### config.mk
export PLATFORM = sky130hd
export DESIGN_NAME = dat_walker
export DESIGN_NICKNAME = d
export VERILOG_FILES = /design/src/rtl/walk_pkg.sv /design/src/rtl/walk_start.sv /design/src/rtl/walk_eval.sv /design/src/rtl/dat_walker.sv
export SDC_FILE = /design/constraint.sdc
export NUM_CORES = 1
export LEC_CHECK = 0
export BUFFER_PORTS_ARGS = -buffer_cell sky130_fd_sc_hd__clkbuf_2
export CELL_PAD_IN_SITES_DETAIL_PLACEMENT = 2
export CELL_PAD_IN_SITES_GLOBAL_PLACEMENT = 2
export CORE_MARGIN = 1
export CORE_UTILIZATION = 38
export CTS_BUF_LIST = sky130_fd_sc_hd__clkbuf_8
export DETAILED_ROUTE_END_ITERATION = 6
export MAX_ROUTING_LAYER = met4
export PLACE_DENSITY_LB_ADDON = 0.1
export SYNTH_ARGS = -nofsm -noshare
export SYNTH_HDL_FRONTEND = slang
export SYNTH_SLANG_ARGS = --single-unit
### constraint.sdc
create_clock -name clk -period 19.9 [get_ports clk]
set_input_delay 3.98 -clock clk [delete_from_list [all_inputs] [get_ports clk]]
set_output_delay 3.98 -clock clk [all_outputs]
set_load 0.05 [all_outputs]
### src/rtl/walk_pkg.sv
`timescale 1ns/1ps
package walk_pkg;
  parameter int VA_W   = 64;
  parameter int ENT_W  = 64;
  parameter int IDX_W  = 11;
  parameter int PX_W   = 8;
  parameter int PG_SH  = 12;
  parameter int ENT_SH = 3;
  parameter int EXC_W  = 6;
  parameter int LVL_W  = 3;
  parameter int TOP_W  = 2;

  localparam int IDX_BASE  = PG_SH + PX_W;   // first region/segment index bit
  localparam int PT_ORG_SH = PX_W + ENT_SH;  // page table alignment

  typedef logic [LVL_W-1:0] lvl_t;
  localparam lvl_t LV_PAGE = 3'd0;
  localparam lvl_t LV_SEG  = 3'd1;
  localparam lvl_t LV_R3   = 3'd2;
  localparam lvl_t LV_R2   = 3'd3;
  localparam lvl_t LV_R1   = 3'd4;

  // control word fields
  localparam int CW_LEN  = 0;
  localparam int CW_TYPE = 2;
  localparam int CW_REAL = 5;
  localparam int CW_PRIV = 8;
  // region / segment entry fields
  localparam int E_LEN  = 0;
  localparam int E_TYPE = 2;
  localparam int E_CS   = 4;
  localparam int E_INV  = 5;
  localparam int E_OFF  = 6;
  localparam int E_PROT = 9;
  localparam int E_FC   = 10;
  // page entry fields
  localparam int P_PROT = 9;
  localparam int P_INV  = 10;
  localparam int P_MBZ  = 11;

  localparam logic [EXC_W-1:0] EXC_OK    = 6'h00;
  localparam logic [EXC_W-1:0] EXC_ADDR  = 6'h05;
  localparam logic [EXC_W-1:0] EXC_SEG   = 6'h10;
  localparam logic [EXC_W-1:0] EXC_PAGE  = 6'h11;
  localparam logic [EXC_W-1:0] EXC_SPEC  = 6'h12;
  localparam logic [EXC_W-1:0] EXC_RANGE = 6'h38;
  localparam logic [EXC_W-1:0] EXC_R1    = 6'h39;
  localparam logic [EXC_W-1:0] EXC_R2    = 6'h3A;
  localparam logic [EXC_W-1:0] EXC_R3    = 6'h3B;

  typedef enum logic [2:0] {
    S_IDLE, S_R1, S_R2, S_R3, S_SEG, S_PAGE, S_WAIT, S_DONE
  } state_t;

  function automatic logic [IDX_W-1:0] idx_of(input logic [VA_W-1:0] va, input lvl_t lvl);
    logic [VA_W-1:0] s;
    if (lvl == LV_PAGE) begin
      s = va >> PG_SH;
      return {{(IDX_W-PX_W){1'b0}}, s[PX_W-1:0]};
    end
    s = va >> (IDX_BASE + (int'(lvl) - 1) * IDX_W);
    return s[IDX_W-1:0];
  endfunction

  function automatic logic [TOP_W-1:0] idx_top(input logic [VA_W-1:0] va, input lvl_t lvl);
    logic [IDX_W-1:0] i;
    i = idx_of(va, lvl);
    return i[IDX_W-1 -: TOP_W];
  endfunction

  function automatic logic [EXC_W-1:0] lvl_exc(input lvl_t lvl);
    case (lvl)
      LV_R1:   return EXC_R1;
      LV_R2:   return EXC_R2;
      LV_R3:   return EXC_R3;
      LV_SEG:  return EXC_SEG;
      default: return EXC_PAGE;
    endcase
  endfunction

  function automatic state_t lvl_state(input lvl_t lvl);
    case (lvl)
      LV_R1:   return S_R1;
      LV_R2:   return S_R2;
      LV_R3:   return S_R3;
      LV_SEG:  return S_SEG;
      default: return S_PAGE;
    endcase
  endfunction
endpackage

### src/rtl/walk_start.sv
`timescale 1ns/1ps
// Pre-walk check of the control word against the virtual address.
module walk_start
  import walk_pkg::*;
(
  input  logic [VA_W-1:0]  vaddr,
  input  logic [ENT_W-1:0] ctl,
  output logic [EXC_W-1:0] exc,
  output lvl_t             lvl,
  output logic [VA_W-1:0]  gaddr
);
  logic [VA_W-1:0] above;
  logic            unused_in;

  assign unused_in = ^{ctl, vaddr};

  always_comb begin
    lvl   = lvl_t'(ctl[CW_TYPE +: 2]) + lvl_t'(1);
    above = vaddr >> (IDX_BASE + int'(lvl) * IDX_W);
    exc   = EXC_OK;
    if (|above)
      exc = EXC_RANGE;
    else if (idx_top(vaddr, lvl) > ctl[CW_LEN +: TOP_W])
      exc = lvl_exc(lvl);
    gaddr = {ctl[VA_W-1:PG_SH], {PG_SH{1'b0}}}
          + VA_W'({idx_of(vaddr, lvl), {ENT_SH{1'b0}}});
  end
endmodule

### src/rtl/walk_eval.sv
`timescale 1ns/1ps
// Checks one fetched entry and derives the next address or the result.
module walk_eval
  import walk_pkg::*;
(
  input  lvl_t             lvl,
  input  logic [ENT_W-1:0] ent,
  input  logic [VA_W-1:0]  vaddr,
  input  logic             edat,
  input  logic             priv,
  output logic [EXC_W-1:0] exc,
  output logic             last,
  output logic             clr_wr,
  output logic [VA_W-1:0]  next_addr,
  output logic [VA_W-1:0]  raddr
);
  lvl_t             nlvl;
  logic [TOP_W-1:0] ntop;
  logic             unused_in;

  assign unused_in = ^{ent, vaddr};

  always_comb begin
    exc       = EXC_OK;
    last      = 1'b0;
    clr_wr    = 1'b0;
    next_addr = '0;
    raddr     = '0;
    nlvl      = lvl - lvl_t'(1);
    ntop      = idx_top(vaddr, nlvl);
    if (lvl >= LV_R3) begin
      if (ent[E_INV])
        exc = lvl_exc(lvl);
      else if (ent[E_TYPE +: 2] != nlvl[1:0])
        exc = EXC_SPEC;
      else if (ntop < ent[E_OFF +: TOP_W] || ntop > ent[E_LEN +: TOP_W])
        exc = lvl_exc(nlvl);
      clr_wr    = edat & ent[E_PROT];
      next_addr = {ent[VA_W-1:PG_SH], {PG_SH{1'b0}}}
                + VA_W'({idx_of(vaddr, nlvl), {ENT_SH{1'b0}}});
    end else if (lvl == LV_SEG) begin
      if (ent[E_INV])
        exc = EXC_SEG;
      else if (ent[E_TYPE +: 2] != 2'd0)
        exc = EXC_SPEC;
      else if (ent[E_CS] && priv)
        exc = EXC_SPEC;
      clr_wr = ent[E_PROT];
      if (edat && ent[E_FC]) begin
        last  = 1'b1;
        raddr = {ent[VA_W-1:IDX_BASE], vaddr[IDX_BASE-1:0]};
      end else begin
        next_addr = {ent[VA_W-1:PT_ORG_SH], {PT_ORG_SH{1'b0}}}
                  + VA_W'({idx_of(vaddr, LV_PAGE), {ENT_SH{1'b0}}});
      end
    end else begin
      if (ent[P_INV])
        exc = EXC_PAGE;
      else if (ent[P_MBZ])
        exc = EXC_SPEC;
      clr_wr = ent[P_PROT];
      last   = 1'b1;
      raddr  = {ent[VA_W-1:PG_SH], {PG_SH{1'b0}}};
    end
  end
endmodule

### src/rtl/dat_walker.sv
`timescale 1ns/1ps
module dat_walker
  import walk_pkg::*;
(
  input  logic             clk,
  input  logic             rst,
  input  logic             req_valid,
  input  logic [VA_W-1:0]  req_vaddr,
  input  logic [ENT_W-1:0] req_ctl,
  input  logic             req_edat,
  output logic             busy,
  output logic             mem_req_valid,
  output logic [VA_W-1:0]  mem_req_addr,
  input  logic             mem_rsp_valid,
  input  logic             mem_rsp_err,
  input  logic [ENT_W-1:0] mem_rsp_data,
  output logic             res_valid,
  output logic [VA_W-1:0]  res_raddr,
  output logic             res_writable,
  output logic [EXC_W-1:0] res_exc
);
  state_t           state_q;
  lvl_t             lvl_q;
  logic [VA_W-1:0]  vaddr_q, gaddr_q, raddr_q;
  logic             priv_q, edat_q, wr_q;
  logic [EXC_W-1:0] exc_q;

  logic [EXC_W-1:0] st_exc;
  lvl_t             st_lvl;
  logic [VA_W-1:0]  st_gaddr;

  logic [EXC_W-1:0] ev_exc;
  logic             ev_last, ev_clr;
  logic [VA_W-1:0]  ev_next, ev_raddr;

  walk_start start_i (
    .vaddr (req_vaddr),
    .ctl   (req_ctl),
    .exc   (st_exc),
    .lvl   (st_lvl),
    .gaddr (st_gaddr)
  );

  walk_eval eval_i (
    .lvl       (lvl_q),
    .ent       (mem_rsp_data),
    .vaddr     (vaddr_q),
    .edat      (edat_q),
    .priv      (priv_q),
    .exc       (ev_exc),
    .last      (ev_last),
    .clr_wr    (ev_clr),
    .next_addr (ev_next),
    .raddr     (ev_raddr)
  );

  always_ff @(posedge clk) begin
    if (rst) begin
      state_q <= S_IDLE;
      lvl_q   <= LV_PAGE;
      vaddr_q <= '0;
      gaddr_q <= '0;
      raddr_q <= '0;
      priv_q  <= 1'b0;
      edat_q  <= 1'b0;
      wr_q    <= 1'b0;
      exc_q   <= EXC_OK;
    end else begin
      case (state_q)
        S_IDLE: begin
          if (req_valid) begin
            vaddr_q <= req_vaddr;
            priv_q  <= req_ctl[CW_PRIV];
            edat_q  <= req_edat;
            wr_q    <= 1'b1;
            if (req_ctl[CW_REAL]) begin
              raddr_q <= req_vaddr;
              exc_q   <= EXC_OK;
              state_q <= S_DONE;
            end else if (st_exc != EXC_OK) begin
              raddr_q <= '0;
              wr_q    <= 1'b0;
              exc_q   <= st_exc;
              state_q <= S_DONE;
            end else begin
              gaddr_q <= st_gaddr;
              lvl_q   <= st_lvl;
              state_q <= lvl_state(st_lvl);
            end
          end
        end
        S_WAIT: begin
          if (mem_rsp_valid) begin
            if (mem_rsp_err || ev_exc != EXC_OK) begin
              raddr_q <= '0;
              wr_q    <= 1'b0;
              exc_q   <= mem_rsp_err ? EXC_ADDR : ev_exc;
              state_q <= S_DONE;
            end else if (ev_last) begin
              raddr_q <= ev_raddr;
              wr_q    <= wr_q & ~ev_clr;
              exc_q   <= EXC_OK;
              state_q <= S_DONE;
            end else begin
              gaddr_q <= ev_next;
              wr_q    <= wr_q & ~ev_clr;
              lvl_q   <= lvl_q - lvl_t'(1);
              state_q <= lvl_state(lvl_q - lvl_t'(1));
            end
          end
        end
        S_DONE:  state_q <= S_IDLE;
        default: state_q <= S_WAIT;
      endcase
    end
  end

  assign busy          = (state_q != S_IDLE);
  assign mem_req_valid = (state_q == S_R1) || (state_q == S_R2) || (state_q == S_R3) ||
                         (state_q == S_SEG) || (state_q == S_PAGE);
  assign mem_req_addr  = gaddr_q;
  assign res_valid     = (state_q == S_DONE);
  assign res_raddr     = raddr_q;
  assign res_writable  = wr_q;
  assign res_exc       = exc_q;
endmodule

# After elaboration in Yosys (flattened, before gate mapping)
# Cells that the tools add are included.
# Widths: inputs -> output; s select.
# op_classes
addsub	10
multipliers	3
div_mod_pow	0
magnitude_cmp	4
n_eq_ne	28
shifts	3
mux	88
bitwise	3
reduce_logical	22
# ops
op	count
$mux 64	18
$pmux 64 s2	2
$add 64x14->64	3
$mux 11	12
$shr 64x32->11	2
$mux 6	17
$add 6x32->32 const A	3
$pmux 6 s4	3
$mul 32x5->32 const B	2
$reduce_or 64->1	1
$shr 64x32->64	1
$mux 3	12
$eq 3x2->1 const B	8
$pmux 3 s4	2
$eq 3x3->1 const B	7
$mux 1	16
$eq 3x1->1 const B	4
$ne 2x2->1 const B	6
$pmux 6 s2	1
$reduce_bool 6->1	2
$mux 5	2
$logic_not 3->1	3
$pmux 3 s3	1
$sub 3x1->4 const B	2
other kinds (20)	31
# word_totals
reg_bits	207
latch_bits	0
ram_bits	0
mem_bits_ro	0
out_inout_bits	138
memories	0

# Logic depth before layout (Yosys ltp)
# logic_depth
ltp_word	17
mapped_depth	32
mapped_depth_nobuf	22

# Hierarchy
# Synthesis repeated with hierarchy kept, for this count alone.
# unflattened
cells_unflattened	2437
area_unflattened_um2	19621.3
# by_module_without_submodules
mod	instances	cells_each	area_per_inst_um2	seq_area_each_um2
dat_walker	1	1146	10176.0	4144.0
walk_eval	1	774	5644.2	0.0
walk_start	1	517	3801.1	0.0

# Worst setup path before layout
# OpenSTA, ideal clock, no wires.
# synth_timing
kind	input port to flip-flop
from	in req_ctl[2]
to	reg gaddr_q[62] (netlist: mem_req_addr[62])
setup_ns	0.116
t_arrival_ns	9.804
required_time_ns	19.784
setup_slack_ns	9.980
stages	31
n_path_buf	12
cell_sequence	buf_4 > clkinv_1 > clkbuf_1 > ha_1 > buf_4 > buf_4 > buf_2 > buf_2 > buf_2 > buf_2 > buf_2 > clkbuf_1 > nand3_1 > o21ai_0 > a22oi_1 > a211o_1 > inv_1 > ha_1 > inv_1 > fa_1 > nor4bb_1 > clkbuf_1 > and4_1 > clkbuf_1 > nand4_1 > nor2_1 > xnor2_1 > a21oi_1 > o21ai_0 > nor3_1 > a31o_2
# synth_via
elab_chain_len	13
# synth_lines
item	line	text
from (decl)	dat_walker.sv:9	input logic [ENT_W-1:0] req_ctl,
$add 2x1->3 *	walk_start.sv:18	lvl = lvl_t'(ctl[CW_TYPE +: 2]) + lvl_t'(1);
parallel branches: the longest is 12 deep, another holds $add 64x14->64	--	
to (signal assigned)	dat_walker.sv:86	gaddr_q <= st_gaddr;
to (signal assigned)	dat_walker.sv:105	gaddr_q <= ev_next;
to (decl)	dat_walker.sv:24	logic [VA_W-1:0] vaddr_q, gaddr_q, raddr_q;
# Mark *: on every way between the ends. The select of a mux whose other input is x is not followed.
# A chain may end at the register's enable or synchronous reset.

# Worst setup path in the final report
# Same ends and word-level chain as after synthesis.

==> reports/metrics.cfg <==
[floorplanning]
io_pins = 336
num_rows = 82
fp.dieH_microns = 227
core_area_sq_um = 50200
die_w_microns = 227
initial_core_util_pct = 38.5
fp.dieArea_sq_um = 51700

[sta]
layout_min_cycle_time_ns = 10.89
tightest_slew_ns = 1.06
finalClockSkew_ns = 0.0241
fmax_mhz = 91.8
finalSetupViolations = 0
maxSlewViolCount = 0
tns_ns = 0
max_slew_margin_pct = 28.7
final_hold_viol_count = 0
post-route-period-util_pct = 54.7
rsz0062_at_grt = false

[critical_path]
start_kind = input port
cpPeakStageDelay_ns = 0.97
crit_buf_inv = 7
worstReg2RegStart = lvl_q[1]
critical_path.cell_chain = buf_4, clkinv_1, buf_4, ha_4, buf_4, mux4_2, nand2_1, and3_1, a211o_1, inv_1, ha_1, inv_1, fa_1, nor4bb_1, buf_4, and4_1, nand4_1, nor2_1, xnor2_1, a21oi_1, o21ai_0, nor3_1, a31o_2
crit_type = in2reg
arrival_ns = 11.40
crit_path_end_kind = flip-flop
crit_fanout = 79
cpMostUsedCell = buf_4
critical_path.top_delay_family = buffers and inverters
crit_start = req_ctl[2]
cp.required_ns = 20.40
cp_slowest_cell = ha_4

[routing]
drtIter0Drc = 2077
drcViolationCount = 0
wl_per_cell_microns = 30.0
dr_total_vias = 21500
via_per_inst = 6.65
ant_nets = 0
wirelength_microns = 97100
first_pass_iters = 6

[pwr]
ir_drop_mv = 0.103
p_per_area_nw_per_um2 = 149
p_leak_nw = 8.43

[logic_synthesis]
ys_seq_elements = 203
syn_inst = 2341
netlist_area_sq_um = 19300
synth_enable_flop_cells = 0
ys_warn_count = 0
synth_mux_area_share_pct = 24.3
synth_top_flop_cell = dfxtp_1
synth.distinct_cells = 86
synthSimpleGateAreaFrac_pct = 18.6
yosys.area_share.xor_xnor_pct = 3.04
avgSynthCellArea_sq_um = 8.24
yosysSeqAreaShare_pct = 21.1
async_reset_ff_share_pct = 0
synth_compound_area_share_pct = 24.3
synthAdderAreaFrac_pct = 2.24
synth_top_family_by_area = multiplexers

[layout]
layout_common_cells = 323 x clkbuf_2, 305 x nand2_1, 223 x a21oi_1
multi_input_area_sq_um = 14100
final_common_cell = clkbuf_2
fillers = 5711
layout.nets = 2753
final_core_util_pct = 44.1
drive_gt1_share_pct = 26.9
seqCellArea_sq_um = 4070
area_growth_pct = 14.7

[clocking]
ctsResizeCount = 0
numCtsBuffers = 42
tritoncts = built
clk_pin_slew_ns = 0.06
h-tree-depth = 2
clock_path_buffers = 3
cts_root_buffer = clkbuf_8
clock-sinks = 203
clk_latency_ns = 0.63
cts_setup_buffers = 0
cts_hold_buf = 0

[min_path]
min-delay-start = res_raddr[58]
hold_class = reg2reg

[global_route]
grt_max_degree = 80
grt_usage_pct = 38.1
grt_pass1_wl_microns = 143000
antenna_found_initial = 6
grt_pass1_vias = 22000
grt_overflow = 0

[place]
gp_congestion = 0.947
port_buffers = 325
dp_hpwl_microns = 70900

[status]
status = finished, final reports clean

[run]
cap_violations = 0

-- layer usage --
layer / track usage [%] / wire [microns]
met1: 48.5 / 40200
met2: 60.0 / 45200
met3: 6.30 / 7440
met4: 15.7 / 4250
met5: - / 0
-- path summary, 6_finish.rpt --
| path | end | slack, ns | cells past startpoint |
|---|---|---|---|
| setup / recovery | mem_req_addr[62] | 9.01 | 23 |
| hold / removal | res_raddr[58] | 0.45 | 2 |
| setup reg to reg | mem_req_addr[47] | 11.96 | 21 |
| hold reg to reg | res_raddr[58] | 0.45 | 2 |
-- power by group --
part	internal (mW)	switching, mW
Combinational	0.715	1.47
Sequential	0.500	0.0832
Clock	0.311	0.221
Total	1.53	1.77
-- worst min-delay path: stages (launching register included) --
cell and delay, ns:
dfxtp_1 0.31, nand2_1 0.06, o21ai_1 0.05
-- logic make-up (layout without fill, tap and decap cells) --
family | Yosys count | in the layout
fa+ha+maj | 33 | 33
xor+xnor | 67 | 67
mux | 295 | 295
buf+inv | 277 | 487
other cells | 1 | 11
flops | 203 | 203
simple gates | 760 | 760
compound gates | 705 | 705
-- sequential cells by signal, indices dropped and copies added (netlist names) --
signal / cells
res_exc: 5
vaddr_q: 64
res_raddr: 64
mem_req_addr: 61
edat_q: 1
state_q: 3
res_writable: 1
lvl_q: 3
priv_q: 1
-- synth_stat cells, types with 41 or more instances --
master      n  area (sq um)
mux4_2    135          3040
nor2_1    128           480
xor2_1     44           385
nor3_1     57           285
dfxtp_1   203          4060
a21oi_1   223          1120
a22oi_1    74           556
clkbuf_1  153           574
a211oi_1   64           480
mux2i_1   121          1210
nand3_1    71           355
and3_1     41           257
o21ai_0   102           510
nand2_1   308          1160
nand4_1    41           257
o211ai_1   44           330
-- area by class of cell --
cell class              count  area share [%]
repair buffers            370            8.91
multi-input cells        1866            63.7
clock buffers              61            3.79
well taps                 672            3.80
flip-flops and latches    203            18.4
inverters                  40           0.678
clock inverters            16           0.729
diodes                      5          0.0565
-- metrics by stage --
| step | power [mW] | cell area [sq um] | setup WS (ns) | cells | hold WS, ns |
|---|---|---|---|---|---|
| 3_3_place_gp | 2.67 | 21100 | 8.77 | 3151 | 0.439 |
| 2_1_floorplan | 2.12 | 19300 | 9.98 | 2346 | 0.437 |
| 3_5_place_dp | 2.75 | 21100 | 8.48 | 3151 | 0.449 |
| 6_report | 3.30 | 22100 | 9.01 | 3233 | 0.453 |
| 4_1_cts | 3.29 | 22100 | 9.09 | 3228 | 0.457 |
| 5_1_grt | 3.46 | 22100 | 8.48 | 3233 | 0.485 |
(Power assumes the default switching activity.)
